`config.mk`:
```
export PLATFORM = sky130hd
export DESIGN_NAME = e1_frame_align
export DESIGN_NICKNAME = d
export VERILOG_FILES = /design/src/rtl/fa_pkg.sv /design/src/rtl/fa_window.sv /design/src/rtl/fa_counter.sv /design/src/rtl/fa_fsm.sv /design/src/rtl/e1_frame_align.sv
export SDC_FILE = /design/constraint.sdc
export NUM_CORES = 1
export LEC_CHECK = 0
export ABC_AREA = 1
export CAP_MARGIN = 20
export CORE_UTILIZATION = 54
export DETAILED_ROUTE_END_ITERATION = 7
export PLACE_DENSITY = 0.83
export SKIP_LAST_GASP = 1
export SYNTH_ARGS = -nofsm -noshare
export SYNTH_HDL_FRONTEND = slang
export SYNTH_HIERARCHICAL = 1
export SYNTH_SLANG_ARGS = --single-unit
```
`constraint.sdc`:
```
create_clock -name clk -period 2.25 [get_ports clk]
set_clock_uncertainty 0.15 [all_clocks]
set_input_delay 0.45 -clock clk [delete_from_list [all_inputs] [get_ports clk]]
set_output_delay 0.45 -clock clk [all_outputs]
set_load 0.05 [all_outputs]
```
`src/rtl/fa_pkg.sv`:
```
package fa_pkg;
  typedef enum logic [1:0] {
    ST_HUNT    = 2'd0,
    ST_NFAS    = 2'd1,
    ST_CONFIRM = 2'd2,
    ST_LOCK    = 2'd3
  } fa_state_t;
endpackage

```
`src/rtl/fa_window.sv`:
```
module fa_window #(
  parameter int                 FAS_LEN  = 7,
  parameter logic [FAS_LEN-1:0] FAS_WORD = 7'b0011011
) (
  input  logic clk,
  input  logic rst,
  input  logic bit_en,
  input  logic rx_bit,
  output logic hit
);
  logic [FAS_LEN-2:0] hist;

  // history starts at all ones so no partial fill can match
  always_ff @(posedge clk) begin
    if (rst)         hist <= '1;
    else if (bit_en) hist <= {hist[FAS_LEN-3:0], rx_bit};
  end

  assign hit = ({hist, rx_bit} == FAS_WORD);
endmodule

```
`src/rtl/fa_counter.sv`:
```
module fa_counter #(
  parameter int FRAME_BITS = 256,
  parameter int FAS_END    = 7,
  localparam int PW        = $clog2(FRAME_BITS)
) (
  input  logic          clk,
  input  logic          rst,
  input  logic          bit_en,
  input  logic          load,
  output logic [PW-1:0] pos,
  output logic          odd,
  output logic          at_fas,
  output logic          at_nfas_b2
);
  localparam logic [PW-1:0] LAST = PW'(FRAME_BITS - 1);

  logic [PW-1:0] nxt_pos;
  logic          nxt_odd;

  assign nxt_pos    = (pos == LAST) ? '0 : pos + 1'b1;
  assign nxt_odd    = odd ^ (pos == LAST);
  assign at_fas     = (nxt_pos == PW'(FAS_END)) && !nxt_odd;
  assign at_nfas_b2 = (nxt_pos == PW'(1)) && nxt_odd;

  always_ff @(posedge clk) begin
    if (rst) begin
      pos <= '0;
      odd <= 1'b0;
    end else if (bit_en) begin
      if (load) begin
        pos <= PW'(FAS_END);
        odd <= 1'b0;
      end else begin
        pos <= nxt_pos;
        odd <= nxt_odd;
      end
    end
  end


  hold_pos_chk: assert property (@(posedge clk) disable iff (rst)
    !bit_en |=> ($stable(pos) && $stable(odd)));


  load_pos_chk: assert property (@(posedge clk) disable iff (rst)
    (bit_en && load) |=> (pos == PW'(FAS_END) && !odd));


  odd_wrap_chk: assert property (@(posedge clk) disable iff (rst)
    !$stable(odd) |-> ($past(pos) == LAST || $past(load)));
endmodule

```
`src/rtl/fa_fsm.sv`:
```
module fa_fsm
  import fa_pkg::*;
#(
  parameter int LOSS_COUNT = 3,
  localparam int EW        = $clog2(LOSS_COUNT + 1)
) (
  input  logic clk,
  input  logic rst,
  input  logic bit_en,
  input  logic rx_bit,
  input  logic hit,
  input  logic at_fas,
  input  logic at_nfas_b2,
  output logic load,
  output logic sync_n
);
  fa_state_t     state, nstate;
  logic [EW-1:0] err, nerr;

  always_comb begin
    nstate = state;
    nerr   = err;
    load   = 1'b0;
    if (bit_en) begin
      unique case (state)
        ST_HUNT: begin
          if (hit) begin
            load   = 1'b1;
            nstate = ST_NFAS;
          end
        end
        ST_NFAS: begin
          if (at_nfas_b2) nstate = rx_bit ? ST_CONFIRM : ST_HUNT;
        end
        ST_CONFIRM: begin
          if (at_fas) nstate = hit ? ST_LOCK : ST_HUNT;
        end
        ST_LOCK: begin
          if (at_fas) begin
            if (hit) nerr = '0;
            else if (err == EW'(LOSS_COUNT - 1)) begin
              nerr   = '0;
              nstate = ST_HUNT;
            end else nerr = err + 1'b1;
          end
        end
        default: nstate = ST_HUNT;
      endcase
    end
  end

  always_ff @(posedge clk) begin
    if (rst) begin
      state  <= ST_HUNT;
      err    <= '0;
      sync_n <= 1'b1;
    end else begin
      state  <= nstate;
      err    <= nerr;
      sync_n <= (nstate != ST_LOCK);
    end
  end


  sync_entry_chk: assert property (@(posedge clk) disable iff (rst)
    $fell(sync_n) |-> ($past(state) == ST_CONFIRM && $past(at_fas) && $past(hit)));


  sync_loss_chk: assert property (@(posedge clk) disable iff (rst)
    $rose(sync_n) |-> ($past(err) == EW'(LOSS_COUNT - 1) && $past(at_fas) && !$past(hit)));


  err_range_chk: assert property (@(posedge clk) disable iff (rst)
    err < EW'(LOSS_COUNT));


  sync_state_chk: assert property (@(posedge clk) disable iff (rst)
    (!sync_n) |-> (state == ST_LOCK));
endmodule

```
`src/rtl/e1_frame_align.sv`:
```
module e1_frame_align #(
  parameter int                 TS_BITS    = 8,
  parameter int                 NUM_TS     = 32,
  parameter int                 FAS_LEN    = 7,
  parameter logic [FAS_LEN-1:0] FAS_WORD   = 7'b0011011,
  parameter int                 LOSS_COUNT = 3,
  localparam int                BIT_W      = $clog2(TS_BITS),
  localparam int                TS_W       = $clog2(NUM_TS)
) (
  input  logic             clk,
  input  logic             rst,
  input  logic             bit_en,
  input  logic             rx_bit,
  output logic             sync_n,
  output logic [BIT_W-1:0] bit_idx,
  output logic [TS_W-1:0]  ts_idx,
  output logic             frame_odd
);
  localparam int FRAME_BITS = TS_BITS * NUM_TS;
  localparam int PW         = $clog2(FRAME_BITS);
  localparam int FAS_END    = FAS_LEN;

  logic          hit, load, at_fas, at_nfas_b2;
  logic [PW-1:0] pos;

  fa_window #(.FAS_LEN(FAS_LEN), .FAS_WORD(FAS_WORD)) u_window (
    .clk(clk), .rst(rst), .bit_en(bit_en), .rx_bit(rx_bit), .hit(hit)
  );

  fa_counter #(.FRAME_BITS(FRAME_BITS), .FAS_END(FAS_END)) u_counter (
    .clk(clk), .rst(rst), .bit_en(bit_en), .load(load),
    .pos(pos), .odd(frame_odd), .at_fas(at_fas), .at_nfas_b2(at_nfas_b2)
  );

  fa_fsm #(.LOSS_COUNT(LOSS_COUNT)) u_fsm (
    .clk(clk), .rst(rst), .bit_en(bit_en), .rx_bit(rx_bit), .hit(hit),
    .at_fas(at_fas), .at_nfas_b2(at_nfas_b2), .load(load), .sync_n(sync_n)
  );

  assign bit_idx = pos[BIT_W-1:0];
  assign ts_idx  = pos[PW-1:BIT_W];
endmodule

```
Yosys cells after proc, flatten, opt, wreduce, memory -nomap -nowiden
Index checks and enable logic that the tools add are counted.
{ "classes": {"reduce_logical": 5, "mux": 18, "n_eq_ne": 9, "n_addsub": 2, "bitwise_logic": 1} }
{ "ops": {"columns": ["operator", "count"], "rows": [
  ["2-bit two-way mux", 11],
  ["8-bit two-way mux", 2],
  ["8-bit by 1-bit adder with 8-bit output (second input constant)", 1],
  ["8-bit by 1-bit equality test with 1-bit output (second input constant)", 1],
  ["8-bit by 3-bit equality test with 1-bit output (second input constant)", 1],
  ["8-bit equality test (second input constant)", 1],
  ["2-bit one-hot mux with 4 select lines", 1],
  ["7-bit by 5-bit equality test with 1-bit output (second input constant)", 1],
  ["2-bit equality test (second input constant)", 3],
  ["1-bit two-way mux", 4],
  ["3-bit AND reduction", 1],
  ["2-bit by 1-bit adder with 2-bit output (second input constant)", 1],
  ["2-bit by 1-bit equality test with 1-bit output (second input constant)", 1],
  ["1-bit logical AND", 2],
  ["2-bit logical NOT", 1],
  ["2-bit != test (second input constant)", 1],
  ["1-bit logical NOT", 1],
  ["1-bit XOR", 1]
]} }
{ "word_totals": {"in_bits": 4, "wordCells": 41, "out_inout_bits": 10, "ff_bits": 20} }

Logic depth before layout (Yosys ltp)
{ "depth": {"ltp_word": 8, "mapped_depth": 16, "mapped_depth_nobuf": 16} }

Modules after synthesis
Netlist, hierarchy kept.
{ "by_module_without_submodules": {"columns": ["mod", "area_per_inst_um2", "n_inst", "cells_per_inst", "seq_area_each_um2"], "rows": [
  ["fa_counter", 621.8, 1, 92, 180.2],
  ["fa_fsm", 310.3, 1, 49, 100.1],
  ["fa_window", 230.2, 1, 33, 120.1]
]} }

Least setup slack after synthesis
Ideal clock, no wire load.
{ "synth_timing": {"path_type": "reg-to-reg", "startpoint": "reg u_counter.pos[1]", "endpoint": "reg u_fsm.err[1]", "n_path_buf": 0, "required_time_ns": 1.986, "slack_ns": -0.154, "setup_time_ns": 0.114, "period_less_slack_ns": 2.404, "arrival_time_ns": 2.140, "path_stages_with_launch": 13, "cell_sequence": "dfxtp_1 -> ha_1 -> nand2_2 -> nor2_4 -> nand2_4 -> nand2_1 -> nand4_1 -> nor2_1 -> inv_2 -> nor3_4 -> nor2_1 -> a21oi_1 -> nor2_1"} }
{ "synth_between": {"elab_chain_cells": 5, "word_cells_on_any_way": 8, "cone_classes": "add/sub: 1; eq/ne: 2; mux: 1; bitwise: 1; reduce/logical: 3"} }
{ "synth_lines": {"columns": ["element", "line", "rtl"], "rows": [
  ["start, declared", "fa_counter.sv:10", "output logic [PW-1:0] pos,"],
  ["start signal, assigned", "fa_counter.sv:31", "pos <= PW'(FAS_END);"],
  ["start signal, assigned", "fa_counter.sv:34", "pos <= nxt_pos;"],
  ["8-bit by 1-bit adder with 8-bit output or 8-bit equality test (tied branches)", "fa_counter.sv:20, fa_counter.sv:21", null],
  ["8-bit two-way mux or 1-bit XOR (tied branches)", "fa_counter.sv:20, fa_counter.sv:21", null],
  ["8-bit by 3-bit equality test with 1-bit output or 1-bit logical NOT (tied branches)", "fa_counter.sv:22", "assign at_fas = (nxt_pos == PW'(FAS_END)) && !nxt_odd;"],
  ["1-bit logical AND (*)", "fa_counter.sv:22", null],
  ["via at_fas", "e1_frame_align.sv:23", "logic hit, load, at_fas, at_nfas_b2;"],
  ["3-bit AND reduction (no line) (*)", null, null],
  ["end signal, assigned", "fa_fsm.sv:59", "err <= nerr;"],
  ["end, declared", "fa_fsm.sv:18", "logic [EW-1:0] err, nerr;"]
]} }
The timed path passes the listed nets; every way through them passes the cells marked *.
A chain may end at the register's enable or synchronous reset.

Worst setup path in the final report
{ "layout_timing": {"startpoint": "reg u_counter.pos[6]", "endpoint": "out ts_idx[3]"} }
{ "layout_lines": {"columns": ["element", "line", "rtl"], "rows": [
  ["end, declared", "e1_frame_align.sv:16", "output logic [TS_W-1:0] ts_idx,"]
]} }
No word-level cell between the ends.

==> metrics.csv <==
metric,value,unit
status,"finished, final reports clean",
antenna_found_initial,0,
ff2ff_path_depth,12,
track_usage,24.2,%
row_count,16,
cap_violations,0,
finalWirelength,2640,µm
layout_setup_ws,0.0826,ns
r2r-end,u_fsm/err[1],
h-tree-depth,1,
clock_path_buffers,2,
min-delay-start,u_window/hist[5],
pre_cts_slack,0.0274,ns
cts_tree,yes,
maxSlewHeadroom,66.4,%
grt_max_degree,13,
syn_area,0.00116,mm²
placement.io_buffers,13,
p_total,0.688,mW
vias,1160,
fin_nets,202,
synthesis.nets,181,
cp_num_buf_inv,1,
clkPwrFrac,30.4,%
dieArea,0.00234,mm²
combPwrFrac,14.4,%
syn2layout_area_growth,21.6,%
worst_setup_path_start_kind,register,
drive_gt1_share,17.5,%
maxSlewViolCount,0,
core_area,0.00200,mm²
nFillCells,173,
timing.rr.start,u_counter/pos[1],
clk_latency,0.31,ns
synth_cells,174,
avgSynthCellArea,6.68,µm²
ys_ff_latch,20,
hold_viol_final,0,
clkSinkCount,20,
synth_warnings,6,
grt_pass1_wl,4380,µm
yosysUniqueCellTypes,25,
root_buffer,clkbuf_4,
drt-pass1-iter-count,5,
wl_per_cell,11.9,µm
cts.clk_slew.worst_paths,0.11,ns
postCtsHoldBufs,0,
grt_overflow,0,
power_leakage,0.656,nW
hold_depth,2,
min_period_over_period,96.3,%
post-dp-hpwl,1910,µm
p_per_area,487,mW/mm²
slowest_delay,0.83,ns
seq_area_frac_synth,34.4,%
setup_viol,0,
regToRegSetupSlack,0.15,ns
worst_ir_drop_vdd,0.446,mV
ioPinCount,14,
drt_iter0_markers,35,
grt_pass1_vias,1065,
switching_share,27.2,%
vias_per_cell,5.25,
endpoint_kind,primary output,
placed_cells,216,
drc,0,
crit_start,u_counter/pos[6],
fmax,461,MHz
die_w,48.4,µm
cp.required,1.65,ns
worstMarginPinSlew,0.504,ns
fin_crit,2.17,ns
grt_setup_unrepaired,true,
crit_type,reg2out,
fp.dieH,48.4,µm
postRouteAntennaNets,0,
slowest_stage,clkdlybuf4s50_1,
crit_end,ts_idx[3],
hold_class,reg2reg,
n_antenna_cell,0,
worstPathCellList,clkdlybuf4s50_1,
initial_core_util,58.1,%
path_delay_family,buffers and inverters,
crit_cells,1,
fin_cells,221,
crit_arrival,1.57,ns
p_int,0.501,mW
globalplace.congestion,0.874,
cts_buffers,3,
power_switching,0.187,mW
p_seq_share,55.2,%
cp_max_fo,6,
==> worst min path at each step <==
stage | slack [ns] | end
after CTS | 0.33 | u_window/hist[5]
after detailed placement | 0.30 | u_window/hist[5]
after global placement | 0.29 | u_window/hist[5]
final | 0.32 | u_window/hist[5]
after floorplan | 0.28 | u_window/hist[5]
after global routing | 0.35 | u_window/hist[5]
==> cells by family after synthesis <==
logic type      Yosys count  share of synthesized area, %
flops                    20                          34.4
fa+ha+maj                 3                          3.23
simple gates            104                          44.3
compound gates           17                          7.86
xor+xnor                  1                         0.754
buf+inv                  29                          9.36
==> metrics by stage <==
step / util (%) / TNS, ns / cell area [µm²] / hold WS (ns)
final: 70.6 / 0 / 1410 / 0.323
after global routing: 70.6 / -0.0418 / 1410 / 0.351
after CTS: 69.1 / 0 / 1380 / 0.331
after detailed placement: 67.3 / 0 / 1350 / 0.304
after global placement: 67.3 / 0 / 1350 / 0.292
after floorplan: - / 0 / 1160 / 0.280
==> power groups by stage <==
stage                     logic [mW]  clock network, mW  registers (mW)
after floorplan               0.0491                  0           0.401
after global placement        0.0926                  0           0.388
after detailed placement      0.0951                  0           0.389
after CTS                     0.0977              0.216           0.381
after global routing           0.109              0.234           0.383
final                         0.0989              0.209           0.380
==> synthesized netlist by cell type <==
| cell | count | area [µm²] |
|---|---|---|
| nor3_1 | 2 | 10.0 |
| nor2_1 | 11 | 41.3 |
| nor4_1 | 1 | 6.26 |
| nand3_1 | 19 | 95.1 |
| o21ai_1 | 2 | 10.0 |
| nand2_2 | 4 | 25.0 |
| nor2_2 | 3 | 18.8 |
| o21ai_0 | 3 | 15.0 |
| a21oi_2 | 1 | 8.76 |
| nand2_4 | 1 | 11.3 |
| nand3b_2 | 1 | 11.3 |
| dfxtp_1 | 20 | 400 |
| ha_1 | 3 | 37.5 |
| nand2_1 | 50 | 188 |
| xnor2_1 | 1 | 8.76 |
| a21oi_1 | 10 | 50.1 |
| inv_1 | 23 | 86.3 |
| inv_2 | 5 | 18.8 |
| nor3_4 | 1 | 16.3 |
| clkbuf_1 | 1 | 3.75 |
| nor2_4 | 3 | 33.8 |
| nand3_2 | 2 | 20.0 |
| a211oi_1 | 1 | 7.51 |
| nand4_1 | 5 | 31.3 |
| nand3b_1 | 1 | 7.51 |
==> routing by layer <==
metal	GRT usage, %	share of wire [%]	vias to the layer above
met2	46.0	54	27
met1	25.8	42	530
met3	4.72	3.3	5
met5	0	0	-
met4	9.80	1.3	0
li1	-	-	598
==> area by class of cell <==
type	instances	area (µm²)	area share [%]
Clock buffer	4	36.3	2.57
Inverter	28	105	7.43
Multi-Input combinational cell	125	666	47.1
Sequential cell	20	408	28.8
Tap cell	27	33.8	2.39
Timing Repair Buffer	17	165	11.7
==> layout by cell type (no fill, tap or decap), types with 2 or more instances in the layout <==
cell type	count
clkdlybuf4s50_1	11
dlymetal6s2s_1	2
buf_4	4
dfxtp_4	2
nor3_1	2
a21oi_1	10
inv_1	23
o21ai_0	3
o21ai_1	2
ha_1	2
dfxtp_1	18
nor2_2	4
nor2_1	9
nand4_1	5
nand2_2	4
nand3_1	19
clkbuf_4	3
nand3_2	2
nand2_1	50
nor2_4	4
inv_2	5
==> sequential cells by signal, indices dropped and copies added (netlist names) <==
register       count
u_fsm/sync_n       1
u_fsm/err          2
u_fsm/state        2
u_counter/pos      8
u_counter/odd      1
u_window/hist      6
==> timing repair <==
item,4_1_cts,5_1_grt
endpoints found under the setup margin,0,6
hold endpoints to repair,0,0
setup buffers,0,1
resized for setup,0,8
Note: power is estimated with default switching activity, not from simulation.
